[config.mk]
export PLATFORM = sky130hd
export DESIGN_NAME = lcd_frame_irq
export DESIGN_NICKNAME = d
export VERILOG_FILES = /design/src/rtl/lcd_fi_pkg.sv /design/src/rtl/lcd_fi_seq.sv /design/src/rtl/lcd_fi_flag.sv /design/src/rtl/lcd_fi_window.sv /design/src/rtl/lcd_frame_irq.sv
export SDC_FILE = /design/constraint.sdc
export NUM_CORES = 1
export LEC_CHECK = 0
export ABC_AREA = 1
export BUFFER_PORTS_ARGS = -buffer_cell sky130_fd_sc_hd__buf_2
export CAP_MARGIN = 10
export CORE_MARGIN = 2
export CORE_UTILIZATION = 56
export CTS_CLUSTER_SIZE = 14
export DETAILED_ROUTE_END_ITERATION = 8
export PLACE_DENSITY = 0.78
export SLEW_MARGIN = 20
export SYNTH_ARGS = -nofsm -noshare
export SYNTH_HDL_FRONTEND = slang
export SYNTH_SLANG_ARGS = --single-unit
[constraint.sdc]
create_clock -name clk -period 3.75 [get_ports clk]
set_input_delay 0.1875 -clock clk [delete_from_list [all_inputs] [get_ports clk]]
set_output_delay 0.1875 -clock clk [all_outputs]
set_load 0.03 [all_outputs]
[src/rtl/lcd_fi_pkg.sv]
package lcd_fi_pkg;
    typedef logic [1:0] com_t;

    typedef enum logic {
        WAVE_A = 1'b0,
        WAVE_B = 1'b1
    } wave_e;

    typedef struct packed {
        com_t com;
        logic par;
        logic fs;
    } seq_state_t;
endpackage

[src/rtl/lcd_fi_seq.sv]
module lcd_fi_seq
    import lcd_fi_pkg::*;
(
    input  logic       clk,
    input  logic       rst_n,
    input  logic       phase_tick,
    input  logic [1:0] mux_sel,
    input  logic       wave_b,
    output com_t       com_idx,
    output logic       frame_start,
    output logic       irq_evt
);
    seq_state_t st_d, st_q;
    logic       wrap;
    com_t       pre_last;

    always_comb begin
        st_d     = st_q;
        st_d.fs  = 1'b0;
        pre_last = mux_sel - 2'd1;
        wrap     = phase_tick && (st_q.com >= mux_sel);
        irq_evt  = phase_tick && wave_b && (mux_sel != 2'd0)
                   && (st_q.com == pre_last) && st_q.par;
        if (phase_tick) begin
            if (wrap) begin
                st_d.com = '0;
                st_d.fs  = 1'b1;
                if (wave_b) st_d.par = ~st_q.par;
            end else begin
                st_d.com = st_q.com + 2'd1;
            end
        end
    end

    always_ff @(posedge clk) begin
        if (!rst_n) st_q <= '0;
        else        st_q <= st_d;
    end

    assign com_idx     = st_q.com;
    assign frame_start = st_q.fs;


    fs_at_com0_chk: assert property (@(posedge clk) disable iff (!rst_n)
        frame_start |-> (com_idx == 2'd0));


    static_hold_chk: assert property (@(posedge clk) disable iff (!rst_n)
        (mux_sel == 2'd0) |=> (com_idx == 2'd0));
endmodule

[src/rtl/lcd_fi_flag.sv]
module lcd_fi_flag (
    input  logic clk,
    input  logic rst_n,
    input  logic set,
    input  logic clr,
    output logic q
);
    logic flag_d, flag_q;

    always_comb begin
        flag_d = flag_q;
        if (clr) flag_d = 1'b0;
        if (set) flag_d = 1'b1;
    end

    always_ff @(posedge clk) begin
        if (!rst_n) flag_q <= 1'b0;
        else        flag_q <= flag_d;
    end

    assign q = flag_q;


    set_wins_chk: assert property (@(posedge clk) disable iff (!rst_n)
        set |=> q);


    sticky_hold_chk: assert property (@(posedge clk) disable iff (!rst_n)
        (q && !clr) |=> q);
endmodule

[src/rtl/lcd_fi_window.sv]
module lcd_fi_window #(
    parameter int WIN_UNIT  = 8,
    parameter int WIN_EXTRA = 1
) (
    input  logic       clk,
    input  logic       rst_n,
    input  logic       open_evt,
    input  logic       mode_ok,
    input  logic [1:0] mux_sel,
    output logic       wr_en
);
    localparam int MAX_LEN = WIN_UNIT * 4 + WIN_EXTRA;
    localparam int CNT_W   = $clog2(MAX_LEN + 1);

    typedef struct packed {
        logic             on;
        logic [CNT_W-1:0] cnt;
    } win_state_t;

    win_state_t w_d, w_q;
    logic [CNT_W-1:0] win_len;

    always_comb begin
        win_len = CNT_W'(WIN_UNIT * (int'(mux_sel) + 1) + WIN_EXTRA);
        w_d     = w_q;
        if (!mode_ok) begin
            w_d = '0;
        end else if (open_evt) begin
            w_d.on  = 1'b1;
            w_d.cnt = win_len - 1'b1;
        end else if (w_q.cnt != '0) begin
            w_d.cnt = w_q.cnt - 1'b1;
        end else begin
            w_d.on = 1'b0;
        end
    end

    always_ff @(posedge clk) begin
        if (!rst_n) w_q <= '0;
        else        w_q <= w_d;
    end

    assign wr_en = w_q.on;


    no_window_chk: assert property (@(posedge clk) disable iff (!rst_n)
        !mode_ok |=> !wr_en);


    window_opens_chk: assert property (@(posedge clk) disable iff (!rst_n)
        (open_evt && mode_ok) |=> wr_en);
endmodule

[src/rtl/lcd_frame_irq.sv]
module lcd_frame_irq
    import lcd_fi_pkg::*;
#(
    parameter int WIN_UNIT  = 8,
    parameter int WIN_EXTRA = 1
) (
    input  logic       clk,
    input  logic       rst_n,
    input  logic       phase_tick,
    input  logic [1:0] mux_sel,
    input  logic       wave_sel,
    input  logic       pix_wr,
    input  logic       flag_clr,
    output logic [1:0] com_idx,
    output logic       frame_start,
    output logic       irq_flag,
    output logic       wr_en,
    output logic       wr_err
);
    logic wave_b, mode_ok, irq_evt, err_evt;

    assign wave_b  = (wave_e'(wave_sel) == WAVE_B);
    assign mode_ok = wave_b && (mux_sel != 2'd0);
    assign err_evt = pix_wr && !wr_en;

    lcd_fi_seq u_seq (
        .clk         (clk),
        .rst_n       (rst_n),
        .phase_tick  (phase_tick),
        .mux_sel     (mux_sel),
        .wave_b      (wave_b),
        .com_idx     (com_idx),
        .frame_start (frame_start),
        .irq_evt     (irq_evt)
    );

    lcd_fi_window #(
        .WIN_UNIT  (WIN_UNIT),
        .WIN_EXTRA (WIN_EXTRA)
    ) u_win (
        .clk      (clk),
        .rst_n    (rst_n),
        .open_evt (irq_evt),
        .mode_ok  (mode_ok),
        .mux_sel  (mux_sel),
        .wr_en    (wr_en)
    );

    lcd_fi_flag u_irq_flag (
        .clk   (clk),
        .rst_n (rst_n),
        .set   (irq_evt),
        .clr   (flag_clr),
        .q     (irq_flag)
    );

    lcd_fi_flag u_err_flag (
        .clk   (clk),
        .rst_n (rst_n),
        .set   (err_evt),
        .clr   (flag_clr),
        .q     (wr_err)
    );


    window_with_irq_chk: assert property (@(posedge clk) disable iff (!rst_n)
        $rose(wr_en) |-> irq_flag);


    irq_at_last_phase_chk: assert property (@(posedge clk) disable iff (!rst_n)
        irq_evt |=> (com_idx == mux_sel));


    err_flag_chk: assert property (@(posedge clk) disable iff (!rst_n)
        (pix_wr && !wr_en) |=> wr_err);
endmodule

Word level (Yosys, flattened, before mapping)

Cells that the tools add are included.

Register bits: 13
Word-level logic and storage cells: 41
Output and inout port bits: 6

Order comparisons: 1
Muxes and demuxes: 8
Bitwise gates (word level): 1
Add/sub/neg operators: 6
Reductions and logical operators: 16
Eq/ne operators: 2

Operators with widths:

| cell                                             | count |
|---|---|
| subtractor 6 x 1 -> 6 bit, second input constant | 2 |
| nonzero test 2 bit                               | 4 |
| logical AND 1 bit                                | 7 |
| 2-to-1 mux 7 bit                                 | 1 |
| adder 6 x 2 -> 6 bit, second input constant      | 1 |
| 2-to-1 mux 6 bit                                 | 1 |
| nonzero test 6 bit                               | 1 |
| 2-to-1 mux 1 bit                                 | 5 |
| AND reduction 2 bit                              | 2 |
| adder 2 x 1 -> 3 bit, second input constant      | 1 |
| AND reduction 3 bit                              | 1 |
| adder 2 x 1 -> 2 bit, second input constant      | 1 |
| == test 2 bit                                    | 1 |
| greater-or-equal comparator 2 bit                | 1 |
| 2-to-1 mux 2 bit                                 | 1 |
| != test 2 bit, second input constant             | 1 |
| subtractor 2 x 1 -> 2 bit, second input constant | 1 |
| logical NOT 1 bit                                | 1 |
| inverter 1 bit                                   | 1 |

Logic depth before layout (Yosys ltp)

Word-level depth: 5
Gate-level depth with buffers: 10
Mapped depth without buffers: 10

Hierarchy

Synthesis repeated with hierarchy kept, for this count alone.

Cell total of the unflattened synthesis: 109
Area total of the unflattened synthesis: 782.0 um^2

Modules (own cells, without submodules):

| module        | instances | area each (um^2) | cells each | seq. area each (um^2) |
|---|---|---|---|---|
| lcd_fi_window | 1         | 416.6            | 55         | 140.1 |
| lcd_fi_seq    | 1         | 259.0            | 37         | 80.1 |
| lcd_fi_flag   | 2         | 43.8             | 6          | 20.0 |
| lcd_frame_irq | 1         | 18.8             | 5          | 0.0 |

Worst setup path after synthesis

Ideal clock, no wire load.

Path type: reg2reg
From: register u_seq.st_q (netlist bit u_seq.com_idx[0])
To: register u_win.w_q[3] (netlist bit)
Cell stages (with the launch flop): 9
Arrival: 1.146 ns
Library setup time: 0.120 ns
Path slack: 2.484 ns
Cell sequence: dfxtp_1 -> inv_1 -> ha_1 -> nor2_4 -> nand3_4 -> nand2_1 -> inv_2 -> nand2_1 -> a21oi_1

Cells in the longest elaborated chain, start to end: 4

Ends and longest elaborated chain:

| item                                                   | line                | RTL |
|---|---|---|
| start: declaration                                     | lcd_fi_seq.sv:13    | `seq_state_t st_d, st_q;` |
| start signal: assignment                               | lcd_fi_seq.sv:37    | `else st_q <= st_d;` |
| == test 2 bit *                                        | lcd_fi_seq.sv:23    | `&& (st_q.com == pre_last) && st_q.par;` |
| logical AND 1 bit * (2 in a row)                       | lcd_fi_seq.sv:23    |  |
| 2-to-1 mux 7 bit or nonzero test 2 bit (tied branches) | n/a                 |  |
| end signal: assignment                                 | lcd_fi_window.sv:40 | `else w_q <= w_d;` |
| end: declaration                                       | lcd_fi_window.sv:20 | `win_state_t w_d, w_q;` |

Mark *: on every way between the ends. The rest lies on a longest branch, timed or not.
A chain may end at the register's enable or synchronous reset.

Final worst setup path

From: register u_seq.st_q (netlist bit u_seq.com_idx[0])
To: register u_win.w_q[4] (netlist bit)

The elaborated chain is that of the path after synthesis.

==> run summary <==
Result of the run -> finished clean
Path class of the lowest-slack min-delay path -> input pin to flip-flop
Proportion of synthesized flip-flops having asynchronous set or reset -> 0%
Clk Tree Root Cell -> clkbuf_4
H-tree levels -> 1
Total via count after detailed routing -> 632
Worst Path Required -> 3.92 ns
Setup Buffers After CTS -> 0
Post-cts gate resize count -> 0
Most instantiated flip-flop cell in the synthesis netlist -> dfxtp_1
Drt via density -> 4.681
Max FO, Critical Path -> 8
Via count of the first global-routing pass -> 530
Clock insertion delay at the later pin of the skew report -> 0.27 ns
Number of antenna violations at the first check in global routing -> 0
Number of buffers created by CTS -> 3
Buffers from clock root to sink, at most -> 2
Sequential fraction of the synthesis area -> 35.08%
Area leader, netlist -> dfxtp_1
Die Area -> 1632 sq um
Final critical-path setup slack -> 2.408 ns
Most frequently used cell type in the post-synthesis netlist -> nand2_1
Achievable Freq -> 744.9 MHz
Number of core rows -> 13
Layout cells sized above 1 -> 20.00%
Final-report hold violation count -> 0
Dpl hpwl -> 1000 um
Slew Viols, Final -> 0
Number of different library cells in the post-synthesis netlist -> 20
Boundary Pins -> 14
Dominant cells by area after synthesis -> dfxtp_1 (35%), nand2_1 (13%), ha_1 (10%)
Antenna-violating nets left -> 0
Nature of the critical path startpoint -> flip-flop
Final critical-path share of the clock period -> 35.80%
Peak VDD IR -> 0.3874 mV
Cell area after synthesis -> 742.0 sq um
Skew final -> 0.001417 ns
Number of cells produced by synthesis -> 105
Residual DRC count -> 0
Floorplan core area -> 1269 sq um
Overall die height -> 40.40 um
Hold buffer count at CTS -> 0
Number of enable flip-flop cells after synthesis -> 0
Data arrival at the endpoint of the critical path -> 1.51 ns
Total negative slack -> 0 ns
Layout Area Growth over Synthesis -> 12.82%
Leakage power total -> 0.4135 nW
Global Route Usage Sum -> 18.44%
Global-route wire length before repair -> 1938 um
Tightest slew margin relative to the limit -> 81.56%
Avg Inst Size Synth -> 7.066 sq um
Layout net count -> 135
Gr ovfl total -> 0
Areal power density over the cells -> 820.9 nW/um^2
Crit end category -> flip-flop
Worst Path Class, Setup -> flip-flop to flip-flop
Synthesis warning total -> 0
Pre-CTS setup slack -> 2.396 ns
Routed wire length -> 1249 um
Clock-pin slew on the worst setup and hold paths -> 0.08 ns
Number of antenna diodes -> 0
Most numerous cell types in the synthesized netlist -> nand2_1 (26), inv_1 (20), dfxtp_1 (13)
Starting density of the core -> 58.48%
Clock tree sinks -> 13
Setup-violating endpoint count in the final report -> 0
Drt pass-1 iters -> 3
Fillers -> 110
FF+latch count, synth -> 13
Max cap viols -> 0
TritonCTS clock tree -> built
Min Tclk post-route -> 1.342 ns
Initial drt markers -> 3
Final GP Congestion -> 0.7127
Unrepaired setup endpoints after global routing -> no
Yosys top cell area share -> 35.08%
Horizontal die dimension -> 40.40 um
Port Buffers -> 13
Maximum number of pins on one net before global-route repair -> 9
Synth Net Count -> 119
Least-Margin Pin Slew -> 0.2745 ns
Average detailed-routed wire length per instance -> 9.252 um
-- cell families after synthesis --
family / synth area share [%]
AOI/OAI and AO/OA: 9.106
adders and majority gates: 10.12
and+or+nand+nor: 29.51
DFF: 35.08
buffers and inverters: 13.83
xor gates and xnor gates: 2.361
-- worst paths after layout --
path	cells past startpoint	slack, ns	startpoint	to
min reg2reg	2	0.47	u_err_flag.q	u_err_flag.q
max reg2reg	8	2.41	u_seq.com_idx[0]	u_win.w_q[4]
min	3	0.17	pix_wr	u_err_flag.q
max	8	2.41	u_seq.com_idx[0]	u_win.w_q[4]
-- where the power goes --
part / leakage [nW] / switching, mW / total, mW / internal [mW]
registers: 0.106 / 0.0220 / 0.194 / 0.172
clock network: 0.0150 / 0.0460 / 0.0872 / 0.0412
logic: 0.293 / 0.247 / 0.406 / 0.159
-- metal layers --
| layer | part of all wire (%) | vias to the layer above | global-route usage, % |
|---|---|---|---|
| li1 | - | 352 | - |
| met1 | 45 | 268 | 19.19 |
| met2 | 50 | 8 | 32.94 |
| met3 | 2.7 | 4 | 5.000 |
| met4 | 2.0 | 0 | 10.00 |
| met5 | 0 | - | 0 |
-- registers in the layout, indices dropped and copies added (netlist names) --
| register | cells |
|---|---|
| u_seq.st_q | 1 |
| u_err_flag.q | 1 |
| u_irq_flag.q | 1 |
| u_win.w_q | 6 |
| u_seq.com_idx | 2 |
| u_win.wr_en | 1 |
| u_seq.frame_start | 1 |
-- stage by stage --
step / cells / hold WS [ns] / total power [mW] / area [sq um] / utilization [%]
after CTS: 135 / 0.1683 / 0.6898 / 837.1 / 65.98
after global routing: 135 / 0.1779 / 0.7605 / 837.1 / 65.98
after detailed placement: 131 / 0.4580 / 0.6004 / 810.8 / 63.91
final: 135 / 0.1694 / 0.6871 / 837.1 / 65.98
after floorplan: 105 / 0.3305 / 0.5328 / 742.0 / -
after global placement: 131 / 0.4545 / 0.5925 / 810.8 / 63.91
-- worst max-delay path, stage by stage (launching register included) --
cell and delay [ns]:
dfxtp_1 0.36, inv_1 0.05, ha_1 0.32, nor2_4 0.13
nand3_4 0.12, nand2_1 0.09, inv_2 0.05, nand2_1 0.05
a21oi_1 0.05
-- cell type report --
| class | instances | area (sq um) | share of cell area (%) |
|---|---|---|---|
| flip-flops and latches | 13 | 260.3 | 31.09 |
| repair buffers | 13 | 65.06 | 7.773 |
| clock buffers | 4 | 26.28 | 3.139 |
| multi-input cells | 67 | 379.1 | 45.29 |
| inverters | 23 | 87.58 | 10.46 |
| well taps | 15 | 18.77 | 2.242 |
-- cells in the final DEF (no fill, tap or decap), types with 2 or more instances in the layout --
master / synthesis / final
nand2_1: 26 / 26
dfxtp_1: 13 / 13
ha_1: 6 / 6
inv_2: 2 / 2
nand2_2: 2 / 2
nor2_1: 7 / 7
inv_1: 20 / 20
a21oi_1: 11 / 11
nand3_1: 5 / 5
clkbuf_4: 0 / 3
nor3_1: 2 / 2
buf_2: 0 / 13
(Power assumes the default switching activity.)
